--- config.mk ---
export PLATFORM = sky130hd
export DESIGN_NAME = cmd_status_sport
export DESIGN_NICKNAME = d
export VERILOG_FILES = /design/src/rtl/sport_pkg.sv /design/src/rtl/sport_sync.sv /design/src/rtl/sport_edges.sv /design/src/rtl/sport_shifter.sv /design/src/rtl/sport_cmdreg.sv /design/src/rtl/cmd_status_sport.sv
export SDC_FILE = /design/constraint.sdc
export NUM_CORES = 1
export LEC_CHECK = 0
export BUFFER_PORTS_ARGS = -buffer_cell sky130_fd_sc_hd__buf_2
export CORE_MARGIN = 2
export CORE_UTILIZATION = 40
export DETAILED_ROUTE_END_ITERATION = 10
export HOLD_SLACK_MARGIN = 0.08
export REMOVE_ABC_BUFFERS = 1
export SLEW_MARGIN = 5
export SYNTH_ARGS = -nofsm -noshare
export SYNTH_HDL_FRONTEND = slang
export SYNTH_SLANG_ARGS = --single-unit
--- constraint.sdc ---
create_clock -name clk -period 2.9 [get_ports clk]
set_input_delay 0.145 -clock clk [delete_from_list [all_inputs] [get_ports clk]]
set_output_delay 0.145 -clock clk [all_outputs]
set_load 0.02 [all_outputs]
--- src/rtl/sport_pkg.sv ---
// Package: shared definitions for the chainable command/status serial port.
// Assumes: the events are single-cycle pulses in the system clock domain.
package sport_pkg;

    // Event pulses derived from the synchronized bus pins
    typedef struct packed {
        logic shift;    // rising serial clock with strobe low: sample input
        logic drive;    // falling serial clock with strobe low: update output
        logic load;     // rising strobe: capture status, park command
        logic commit;   // falling strobe: make parked command live
    } sport_evt_t;

    localparam int unsigned SPORT_PIN_COUNT = 3;  // sclk, ld, din
    localparam int unsigned SPORT_PIN_SCLK  = 2;
    localparam int unsigned SPORT_PIN_LD    = 1;
    localparam int unsigned SPORT_PIN_DIN   = 0;

endpackage

--- src/rtl/sport_sync.sv ---
// Module: multi-bit synchronizer for asynchronous bus pins.
// Every bit passes through the same number of stages, so the relative
// timing between pins is kept (data stays aligned with its clock).
// Assumes: each pin is held long enough to be seen by several clk edges.
module sport_sync #(
    parameter int unsigned         WIDTH   = 3,
    parameter int unsigned         STAGES  = 2,
    parameter logic [WIDTH-1:0]    RST_VAL = '0
) (
    input  logic             clk,
    input  logic             rst_n,
    input  logic [WIDTH-1:0] async_i,
    output logic [WIDTH-1:0] sync_o
);

    genvar b;
    generate
        for (b = 0; b < WIDTH; b++) begin : g_bit
            logic [STAGES-1:0] chain_q;

            // Purpose: move one pin through its flop chain
            always_ff @(posedge clk) begin
                if (!rst_n) begin
                    chain_q <= {STAGES{RST_VAL[b]}};
                end else if (STAGES == 1) begin
                    chain_q[0] <= async_i[b];
                end else begin
                    chain_q <= {chain_q[STAGES-2:0], async_i[b]};
                end
            end

            assign sync_o[b] = chain_q[STAGES-1];
        end
    endgenerate

endmodule

--- src/rtl/sport_edges.sv ---
// Module: edge detector for the synchronized serial clock and strobe.
// Turns the levels into one-cycle event pulses. Serial clock edges are
// masked while the strobe is high, so a strobe-high period freezes the
// shift path.
// Assumes: the inputs are already synchronous to clk.
module sport_edges
    import sport_pkg::*;
(
    input  logic       clk,
    input  logic       rst_n,
    input  logic       sclk_s,
    input  logic       ld_s,
    output sport_evt_t evt_o,
    output logic       ld_lvl_o
);

    logic sclk_prev_q;
    logic ld_prev_q;

    // Purpose: remember last cycle's levels (idle: clock high, strobe low)
    always_ff @(posedge clk) begin
        if (!rst_n) begin
            sclk_prev_q <= 1'b1;
            ld_prev_q   <= 1'b0;
        end else begin
            sclk_prev_q <= sclk_s;
            ld_prev_q   <= ld_s;
        end
    end

    // Purpose: form the event pulses
    always_comb begin
        evt_o.shift  = sclk_s & ~sclk_prev_q & ~ld_s;
        evt_o.drive  = ~sclk_s & sclk_prev_q & ~ld_s;
        evt_o.load   = ld_s & ~ld_prev_q;
        evt_o.commit = ~ld_s & ld_prev_q;
    end

    assign ld_lvl_o = ld_s;

endmodule

--- src/rtl/sport_shifter.sv ---
// Module: serial shift register with parallel status load and a
// registered serial output.
// Samples on shift events, updates the output on drive events and loads
// the status word on load events. The output copies the top stage, so
// devices can be chained.
// Assumes: the load and shift events never coincide (shift is masked
// while the strobe is high).
module sport_shifter
    import sport_pkg::*;
#(
    parameter int unsigned WORD_W = 16
) (
    input  logic              clk,
    input  logic              rst_n,
    input  sport_evt_t        evt_i,
    input  logic              ld_lvl_i,
    input  logic              din_s,
    input  logic [WORD_W-1:0] status_i,
    output logic [WORD_W-1:0] shreg_o,
    output logic              dout_o
);

    localparam int unsigned TOP = WORD_W - 1;

    logic [WORD_W-1:0] shreg_q;
    logic              dout_q;

    // Purpose: shift in MSB first, or take a parallel status snapshot
    always_ff @(posedge clk) begin
        if (!rst_n) begin
            shreg_q <= '0;
        end else if (evt_i.load) begin
            shreg_q <= status_i;
        end else if (evt_i.shift) begin
            shreg_q <= {shreg_q[TOP-1:0], din_s};
        end
    end

    // Purpose: present the top stage on falling serial clock edges
    always_ff @(posedge clk) begin
        if (!rst_n) begin
            dout_q <= 1'b0;
        end else if (evt_i.drive) begin
            dout_q <= shreg_q[TOP];
        end
    end

    assign shreg_o = shreg_q;
    assign dout_o  = dout_q;

    // a strobe rise places the live status word in the register
    p_status_load_r4: assert property (@(posedge clk) disable iff (!rst_n)
        evt_i.load |=> (shreg_q == $past(status_i)));

    // the output pin moves only after a falling serial clock edge
    p_dout_on_fall_r5: assert property (@(posedge clk) disable iff (!rst_n)
        !$stable(dout_q) |-> $past(evt_i.drive));

    // strobe-high periods leave the register untouched
    p_ignore_ld_high_r6: assert property (@(posedge clk) disable iff (!rst_n)
        (ld_lvl_i && !evt_i.load) |=> $stable(shreg_q));

endmodule

--- src/rtl/sport_cmdreg.sv ---
// Module: two-stage command register.
// A strobe rise parks the shifted word as a pending command (the shift
// register is about to be overwritten by status). A strobe fall then
// makes the pending word the live command. It also drives the data-line
// pull-up control bit.
// Assumes: the rise and fall of the strobe are separate cycles.
module sport_cmdreg
    import sport_pkg::*;
#(
    parameter int unsigned WORD_W     = 16,
    parameter int unsigned PULLUP_BIT = 3
) (
    input  logic              clk,
    input  logic              rst_n,
    input  sport_evt_t        evt_i,
    input  logic [WORD_W-1:0] shreg_i,
    output logic [WORD_W-1:0] cmd_o,
    output logic              pullup_en_o
);

    logic [WORD_W-1:0] pend_q;
    logic [WORD_W-1:0] cmd_q;

    // Purpose: park the shifted word before status overwrites it
    always_ff @(posedge clk) begin
        if (!rst_n) begin
            pend_q <= '0;
        end else if (evt_i.load) begin
            pend_q <= shreg_i;
        end
    end

    // Purpose: commit the parked word on the strobe fall
    always_ff @(posedge clk) begin
        if (!rst_n) begin
            cmd_q <= '0;
        end else if (evt_i.commit) begin
            cmd_q <= pend_q;
        end
    end

    assign cmd_o       = cmd_q;
    assign pullup_en_o = ~cmd_q[PULLUP_BIT];

    // a strobe fall delivers the parked word
    p_commit_r3: assert property (@(posedge clk) disable iff (!rst_n)
        evt_i.commit |=> (cmd_q == $past(pend_q)));

    // the command holds between commits
    p_cmd_hold_r9: assert property (@(posedge clk) disable iff (!rst_n)
        !evt_i.commit |=> $stable(cmd_q));

    // parked word equals the shift register seen at the strobe rise
    p_park_r3: assert property (@(posedge clk) disable iff (!rst_n)
        evt_i.load |=> (pend_q == $past(shreg_i)));

endmodule

--- src/rtl/cmd_status_sport.sv ---
// Module: chainable command/status serial port (top).
// Synchronizes the three bus pins, turns them into events, and connects
// the shift register and the command register.
// Assumes: the bus pins change slowly compared with clk (each level held
// for at least SYNC_STAGES + 2 clk cycles). status_in is synchronous to
// clk.
module cmd_status_sport #(
    parameter int unsigned WORD_W      = 16,
    parameter int unsigned SYNC_STAGES = 2,
    parameter int unsigned PULLUP_BIT  = 3
) (
    input  logic              clk,
    input  logic              rst_n,
    input  logic              sclk,
    input  logic              ld,
    input  logic              din,
    output logic              dout,
    input  logic [WORD_W-1:0] status_in,
    output logic [WORD_W-1:0] cmd_out,
    output logic              data_pullup_en
);
    import sport_pkg::*;

    localparam int unsigned PINS = SPORT_PIN_COUNT;
    // Idle levels: clock high, strobe low, data low
    localparam logic [PINS-1:0] PIN_IDLE = PINS'(1) << SPORT_PIN_SCLK;

    logic [PINS-1:0]   pins_async;
    logic [PINS-1:0]   pins_sync;
    sport_evt_t        evt;
    logic              ld_lvl;
    logic [WORD_W-1:0] shreg;

    assign pins_async[SPORT_PIN_SCLK] = sclk;
    assign pins_async[SPORT_PIN_LD]   = ld;
    assign pins_async[SPORT_PIN_DIN]  = din;

    sport_sync #(
        .WIDTH   (PINS),
        .STAGES  (SYNC_STAGES),
        .RST_VAL (PIN_IDLE)
    ) u_sync (
        .clk     (clk),
        .rst_n   (rst_n),
        .async_i (pins_async),
        .sync_o  (pins_sync)
    );

    sport_edges u_edges (
        .clk      (clk),
        .rst_n    (rst_n),
        .sclk_s   (pins_sync[SPORT_PIN_SCLK]),
        .ld_s     (pins_sync[SPORT_PIN_LD]),
        .evt_o    (evt),
        .ld_lvl_o (ld_lvl)
    );

    sport_shifter #(
        .WORD_W (WORD_W)
    ) u_shifter (
        .clk      (clk),
        .rst_n    (rst_n),
        .evt_i    (evt),
        .ld_lvl_i (ld_lvl),
        .din_s    (pins_sync[SPORT_PIN_DIN]),
        .status_i (status_in),
        .shreg_o  (shreg),
        .dout_o   (dout)
    );

    sport_cmdreg #(
        .WORD_W     (WORD_W),
        .PULLUP_BIT (PULLUP_BIT)
    ) u_cmdreg (
        .clk         (clk),
        .rst_n       (rst_n),
        .evt_i       (evt),
        .shreg_i     (shreg),
        .cmd_o       (cmd_out),
        .pullup_en_o (data_pullup_en)
    );

endmodule

# Word level (Yosys, flattened, before mapping)

Index checks and enable logic that the tools add are counted.

Add/subtract/negate cells: 0
$mul: 0
Divide/modulo/power cells: 0
Order comparisons: 0
Eq/ne operators: 0
Shift operators: 0
Mux-type cells: 2
Bitwise gates (word level): 11
Reductions and logical operators: 1

Operators by type and width:

| cell               | count |
|---|---|
| $mux W16           | 2 |
| $and A1 B1 Y1      | 6 |
| $not A1 Y1         | 5 |
| $reduce_bool A2 Y1 | 1 |

Register bits: 57
Latch bits: 0
RAM bits: 0
ROM bits: 0
Input bits: 21
Output and inout port bits: 18
Word-level logic and storage cells: 23
Memories: 0

# Depth between registers and ports, before layout

Gate-level depths: netlist of the first run.

Depth in word-level cells: 5
Gate-level depth with buffers: 5
Gate-level depth less buffers: 3

# Hierarchy

From an unflattened synthesis of the first run, not the netlist that was laid out.

Cell total of the unflattened synthesis: 202
Area total of the unflattened synthesis: 2,394.8 µm²

By module, submodules not included:

| module        | instances | cells each | area an instance (µm²) | sequential area each (µm²) |
|---|---|---|---|---|
| sport_cmdreg  | 1         | 104        | 1,238.7                | 640.6 |
| sport_shifter | 1         | 74         | 888.4                  | 340.3 |
| sport_sync    | 1         | 15         | 180.2                  | 120.1 |
| sport_edges   | 1         | 9          | 87.6                   | 40.0 |

# Worst setup path after synthesis of the first run

Ideal clock, no wire load.

Path type: register to register
From: register u_sync.g_bit[1].chain_q[1]
To: register u_shifter.shreg_q[0] (netlist: u_shifter.shreg_o[0])
Setup time: 0.119 ns
Data arrival time: 1.073 ns
Data required time: 2.781 ns
Setup slack: 1.708 ns
Cell stages (with the launch flop): 6
Path buffers: 2
Period minus slack after synthesis: 1.192 ns
Path through: dfxtp_1 -> or3b_1 -> buf_6 -> buf_8 -> nand2_1 -> a21oi_1

Longest elaborated chain between the ends: 3
Elaborated cells between the ends (all ways): 5
Classes of those cells: mux: 1; bitwise: 3; reduce/logical: 1

Ends and longest elaborated chain:

| what                         | RTL line            | RTL |
|---|---|---|
| from (decl)                  | sport_sync.sv:19    | `logic [STAGES-1:0] chain_q;` |
| from (signal assigned)       | sport_sync.sv:24    | `chain_q <= {STAGES{RST_VAL[b]}};` |
| from (signal assigned)       | sport_sync.sv:28    | `chain_q <= {chain_q[STAGES-2:0], async_i[b]};` |
| $not A1 Y1                   | sport_edges.sv:33   | `evt_o.shift = sclk_s & ~sclk_prev_q & ~ld_s;` |
| $and A1 B1 Y1                | sport_edges.sv:33   |  |
| $reduce_bool A2 Y1 (no line) | n/a                 |  |
| to (signal assigned)         | sport_shifter.sv:33 | `shreg_q <= status_i;` |
| to (signal assigned)         | sport_shifter.sv:35 | `shreg_q <= {shreg_q[TOP-1:0], din_s};` |
| to (decl)                    | sport_shifter.sv:25 | `logic [WORD_W-1:0] shreg_q;` |

Parallel ways exist; a longest one is shown, timed or not.
A chain may end at the register's enable or synchronous reset.

# Worst setup path in the final report of the first run

From: register u_sync.g_bit[1].chain_q[1]
To: register u_shifter.shreg_q[4] (netlist: u_shifter.shreg_o[4])

Same word-level chain as after synthesis.

==> results of run 1 <==
layout by cell type, fill, tap and decap left out, drive strengths merged:
cell type | synthesis | routed
mux2i | 1 | 1
dlygate4sd3 | 0 | 3
dfxtp | 57 | 57
and2 | 5 | 5
clkbuf | 9 | 14
o21ai | 16 | 16
nor2b | 2 | 2
clkinv | 0 | 2
nand2 | 80 | 80
or3b | 1 | 1
and2b | 1 | 1
a21oi | 32 | 32
inv | 1 | 1
buf | 11 | 39
nand2b | 5 | 5
a21boi | 32 | 32
nor3b | 2 | 2
worst reg2reg max path: stages, from the launching register on:
cell and delay, ns:
dfxtp_1 0.46, nand2b_1 0.63, o21ai_0 0.44, a21oi_1 0.06
path summary, 6_finish.rpt:
| kind | startpoint | slack (ns) | endpoint | depth (start not counted) |
|---|---|---|---|---|
| setup / recovery | u_sync.g_bit[1].chain_q[1]$_SDFF_PN0_ | 1.20 | u_shifter.shreg_o[4]$_SDFFE_PN0P_ | 3 |
| hold / removal | status_in[9] | 0.09 | u_shifter.shreg_o[9]$_SDFFE_PN0P_ | 3 |
| setup reg to reg | u_sync.g_bit[1].chain_q[1]$_SDFF_PN0_ | 1.20 | u_shifter.shreg_o[4]$_SDFFE_PN0P_ | 3 |
| hold reg to reg | u_sync.g_bit[2].chain_q[0]$_SDFF_PN1_ | 0.41 | u_sync.g_bit[2].chain_q[1]$_SDFF_PN1_ | 1 |
flip-flops by register name, indices dropped and copies added, names as in the netlist:
| signal | cells |
|---|---|
| u_cmdreg.pend_q | 16 |
| u_shifter.dout_o | 1 |
| u_sync.g_bit.chain_q | 6 |
| u_shifter.shreg_o | 16 |
| u_cmdreg.cmd_o | 16 |
| u_edges.ld_prev_q | 1 |
| u_edges.sclk_prev_q | 1 |
power by group through the flow:
stage          clock [W]  sequential, W  combinational [W]
5_1_grt         0.000763       0.000818          0.0000931
6_report        0.000706       0.000816          0.0000810
3_5_place_dp           0       0.000833          0.0000793
3_3_place_gp           0       0.000833          0.0000793
2_1_floorplan          0       0.000831          0.0000447
4_1_cts         0.000732       0.000816          0.0000828
synth_stat cells, drive strengths merged:
| master | n |
|---|---|
| buf | 11 |
| and2 | 5 |
| mux2i | 1 |
| clkbuf | 9 |
| o21ai | 16 |
| a21oi | 32 |
| inv | 1 |
| dfxtp | 57 |
| nor3b | 2 |
| and2b | 1 |
| nand2b | 5 |
| a21boi | 32 |
| nand2 | 80 |
| or3b | 1 |
| nor2b | 2 |
routing by layer:
metal	vias up	track usage (%)
met1	769	19.12
met3	12	5.057
met2	31	25.09
met4	0	8.421
met5	-	0
li1	902	-
area by class of cell:
type | instances | area [um2]
Timing Repair Buffer | 42 | 227.7
Sequential cell | 57 | 1141
Clock inverter | 2 | 10.01
Inverter | 1 | 3.754
Clock buffer | 14 | 182.7
Multi-Input combinational cell | 177 | 910.9
Fill cell | 550 | 2641
Tap cell | 70 | 87.58
per-stage QoR:
stage	hold slack [ns]	cell area (um2)	worst slack [ns]	power [W]
after floorplan	0.2180	2053	1.030	0.0008756
after global placement	0.3361	2341	1.208	0.0009126
after detailed placement	0.3364	2341	1.168	0.0009126
after CTS	0.08510	2564	1.156	0.001630
after global routing	0.09700	2564	0.9988	0.001674
final	0.09293	2564	1.197	0.001603
cell families (layout without fill, tap and decap cells):
| family | Yosys count | after routing | share of synthesized area (%) |
|---|---|---|---|
| DFF | 57 | 57 | 51.94 |
| muxes | 1 | 1 | 0.4556 |
| buffers and inverters | 21 | 59 | 6.719 |
| AOI/OAI and AO/OA | 80 | 80 | 21.87 |
| and+or+nand+nor | 96 | 96 | 19.02 |
==> run_results.csv, run 1 <==
group,metric,value,unit
outcome,run_status,"finished, final reports clean",
logic_synthesis,ys_seq_area_share,51.94,%
clock_network,cts_tree,"yes",
finish,antenna_cells,0,
pwr,power_switching,0.0003625,W
sta,hold_viol,0,
detailed_routing,dr_wl_met2,1.837,mm
placed_design,dpl.hpwl,2.490,mm
logic_synthesis,netlist_instances,255,
floorplanning,die_area,6102,um2
clock_network,cts_buffers,9,
sta,max-slew-margin-rel,25.98,%
grt,grt_max_degree,58,
logic_synthesis,synth_top_area_share,51.94,%
detailed_routing,viasPerCell,4.722,
setup_path,arrival,1.92,ns
grt,grt_usage,15.83,%
detailed_routing,wl_met1,2.132,mm
floorplanning,start_util,42.21,%
finish,final_util,49.25,%
setup_path,crit_path_end_kind,"register",
logic_synthesis,yosys_warnings,0,
setup_path,crit_chain,"nand2b_1 > o21ai_0 > a21oi_1",
pwr,p_per_area,625.3,nW/um2
detailed_routing,wl_per_cell,11.78,um
floorplanning,std_cell_rows,26,
placed_design,place_inst,344,
setup_path,crit_family,"simple AND/OR/NAND/NOR gates",
logic_synthesis,yosysTopAreaCell,"dfxtp_1",
min_path,min_path_type,"in -> reg",
sta,finClkSkew,0.004844,ns
pwr,leakagePower,0.9701,nW
pwr,comb_power_share,5.1,%
grt,grt_pass1_vias,1698,
pwr,p_int,0.001241,W
sta,period_needed,1.703,ns
grt,gr-total-overflow,0,
setup_path,slowest_delay,0.63,ns
sta,rsz0062_at_grt,"false",
detailed_routing,routed-wl-met3,193,um
finish,nets,309,
finish,drive_gt1_share,19.11,%
placed_design,gp_congestion,0.6974,
grt,grt_pass1_wl,7.479,mm
floorplanning,die_y,78.12,um
clock_network,cts-root-buf,"clkbuf_8",
logic_synthesis,syn_area,2197,um2
detailed_routing,drt.antenna.violating_nets,0,
clock_network,cts-resized-gates,0,
detailed_routing,routed.top_layer,"met4",
pwr,p_clk_share,44.0,%
pwr,ir_drop,0.2873,mV
clock_network,cts.htree.levels,3,
floorplanning,chipWidth,78.12,um
detailed_routing,drc_errors,0,
grt,antenna_found_initial,0,
run,drv_cap,0,
sta,finalMaxSlewViolations,0,
clock_network,cts_buffer_depth,2,
floorplanning,num_io_pins,39,
sta,setup_viol,0,
setup_path,critPathBufInv,0,
clock_network,post_cts_buffers,0,
setup_path,required,3.12,ns
floorplanning,placeableCoreArea,5205,um2
detailed_routing,drtPass1Iterations,4,
setup_path,crit_type,"reg -> reg",
finish,layoutNonFillerInstCount,363,
clock_network,clock-sinks,57,
logic_synthesis,synth.top_cells.by_area,"dfxtp_1, nand2_1, a21oi_1",
sta,totalNegativeSetupSlack,0,ns
setup_path,slowest_stage,"nand2b_1",
sta,min_period_over_period,58.73,%
clock_network,cts_hold_buf,3,
logic_synthesis,syn_area_per_cell,8.616,um2
placed_design,port_buffers,38,
clock_network,clk_pin_slew_worst_paths,0.06,ns
detailed_routing,num_vias,1714,
pwr,p_sw_share,22.61,%
sta,fmax,587.1,MHz
setup_path,worstSetupStartpointType,"register",
clock_network,clkLatencyLatePin,0.34,ns
sta,tightestPinTransition,1.110,ns
logic_synthesis,ys_ff_latch,57,
setup_path,crit_path_max_fanout,32,
detailed_routing,drtIter0Drc,95,
logic_synthesis,synth_cell_types,20,
pwr,pwr-share-seq,50.9,%
finish,syn_to_final_growth,16.69,%
detailed_routing,wirelength,4.276,mm
(Power assumes the default switching activity.)
==> run 2, diff against run 1 <==
clock period = 1.64 ns   (was 2.9 ns; I/O delays follow)
==> run 2 against run 1 <==
Net effect:
- setup slack got worse by 0.90 ns
- fmax rose by 26%
- clock-buffer cell count grew 1
- clock skew down 0.0027 ns
- critical path depth unchanged
- non-clock buffer count grew 23
- clock power is 50% higher
- sequential share of layout area shrank 3.0 points
- global-route usage is 0.56 points lower
- power is 68% higher
- largest cell class unchanged
- largest power group unchanged
==> run_results.csv, run 2 (synthesized netlist as in run 1, its figures left out) <==
group,metric,value,unit
outcome,run_status,"finished, final reports clean",
detailed_routing,wl_per_cell,10.83,um
pwr,p_int,0.002103,W
finish,final_util,52.79,%
finish,drive_gt1_share,19.05,%
clock_network,cts.htree.levels,3,
sta,rsz0062_at_grt,"false",
sta,finClkSkew,0.002103,ns
pwr,power_switching,0.0005876,W
floorplanning,num_io_pins,39,
floorplanning,placeableCoreArea,5205,um2
setup_path,crit_path_max_fanout,16,
setup_path,r2r_slack,0.29,ns
detailed_routing,drt.antenna.violating_nets,0,
setup_path,worstSetupStartpointType,"register",
grt,grt_max_degree,58,
pwr,pwr-share-seq,53.7,%
setup_path,crit_path_end_kind,"register",
grt,antenna_found_initial,0,
grt,grt_pass1_wl,7.245,mm
min_path,min_path_type,"in -> reg",
clock_network,post_cts_buffers,0,
finish,nets,332,
sta,max-slew-margin-rel,63.44,%
clock_network,cts_tree,"yes",
placed_design,placed_cell_area,2421,um2
pwr,ir_drop,0.5341,mV
detailed_routing,wirelength,4.171,mm
detailed_routing,num_vias,1778,
finish,final_common_cell,"nand2_1",
placed_design,dpl.hpwl,2.744,mm
pwr,p_per_area,979.2,nW/um2
clock_network,cts_hold_buf,17,
sta,fmax,742.3,MHz
clock_network,clkLatencyLatePin,0.32,ns
finish,fin_area,2748,um2
pwr,finalPower,0.002690,W
setup_path,required,1.84,ns
clock_network,clk_pin_slew_worst_paths,0.06,ns
sta,tightestPinTransition,0.5485,ns
clock_network,clock-sinks,57,
clock_network,cts-resized-gates,0,
floorplanning,die_y,78.12,um
floorplanning,die_area,6102,um2
finish,final_cell_mix,"nand2_1, dfxtp_1, buf_2",
grt,grt_pass1_vias,1649,
pwr,p_clk_share,39.6,%
clock_network,cts-root-buf,"clkbuf_8",
pwr,p_sw_share,21.84,%
run,drv_cap,0,
finish,syn_to_final_growth,25.06,%
placed_design,port_buffers,38,
detailed_routing,drtPass1Iterations,6,
clock_network,cts_buffers,9,
floorplanning,std_cell_rows,26,
finish,antenna_cells,0,
sta,finalMaxSlewViolations,0,
placed_design,gp_congestion,0.7249,
sta,hold_viol,0,
detailed_routing,viasPerCell,4.618,
floorplanning,start_util,42.21,%
sta,totalNegativeSetupSlack,0,ns
pwr,leakagePower,1.052,nW
placed_design,place_inst,353,
setup_path,arrival,1.55,ns
pwr,comb_power_share,6.7,%
clock_network,cts_buffer_depth,2,
floorplanning,chipWidth,78.12,um
grt,gr-total-overflow,0,
sta,setup_viol,0,
grt,grt_usage,15.26,%
sta,min_period_over_period,82.14,%
sta,period_needed,1.347,ns
detailed_routing,drtIter0Drc,133,
setup_path,crit_type,"reg -> reg",
detailed_routing,drc_errors,0,
finish,layoutNonFillerInstCount,385,
run 2: cell count changes in the layout (fill, tap and decap cells not counted):
cell,previous run,this run
clkbuf_1,1,5
buf_12,0,1
clkinv_2,2,0
buf_4,1,9
dlygate4sd3_1,3,17
clkbuf_8,13,10
run 2: worst paths after layout:
kind                                         start                                     to  cells after the start
min                                  status_in[12]     u_shifter.shreg_o[12]$_SDFFE_PN0P_                      3
max          u_sync.g_bit[1].chain_q[1]$_SDFF_PN0_     u_shifter.shreg_o[13]$_SDFFE_PN0P_                      3
min reg2reg  u_sync.g_bit[2].chain_q[0]$_SDFF_PN1_  u_sync.g_bit[2].chain_q[1]$_SDFF_PN1_                      1
max reg2reg  u_sync.g_bit[1].chain_q[1]$_SDFF_PN0_     u_shifter.shreg_o[13]$_SDFFE_PN0P_                      3
run 2: power by group through the flow:
stage	Combinational, W	Clock [W]	Sequential, W
floorplan	0.0000791	0	0.00147
global placement	0.000152	0	0.00147
detailed placement	0.000153	0	0.00147
CTS	0.000184	0.00110	0.00144
global route	0.000206	0.00117	0.00145
finish	0.000181	0.00106	0.00144
run 2: per-layer routing:
metal | routed length [um] | vias to the layer above | track usage, %
met3 | 186 | 10 | 3.678
met2 | 1894 | 35 | 24.14
li1 | - | 948 | -
met5 | 0 | - | 0
met4 | 89 | 0 | 8.421
met1 | 2002 | 785 | 19.13
run 2: worst max-delay path: stages, from the launching register on:
cell	delay, ns
dfxtp_1	0.38
or3b_1	0.63
nand2_1	0.15
a21oi_1	0.07
run 2: layout make-up:
type                            instances  area [um2]
Multi-Input combinational cell        177       910.9
Inverter                                1       3.754
Clock buffer                           15       156.4
Tap cell                               70       87.58
Sequential cell                        57        1141
Timing Repair Buffer                   65       447.9
Fill cell                             520        2457
run 2: stage by stage:
stage | hold slack [ns] | worst slack [ns]
4_1_cts | 0.08460 | 0.2859
3_5_place_dp | 0.2680 | 0.2931
5_1_grt | 0.1359 | 0.1673
6_report | 0.09970 | 0.2929
2_1_floorplan | 0.1550 | -0.2303
3_3_place_gp | 0.2647 | 0.3160
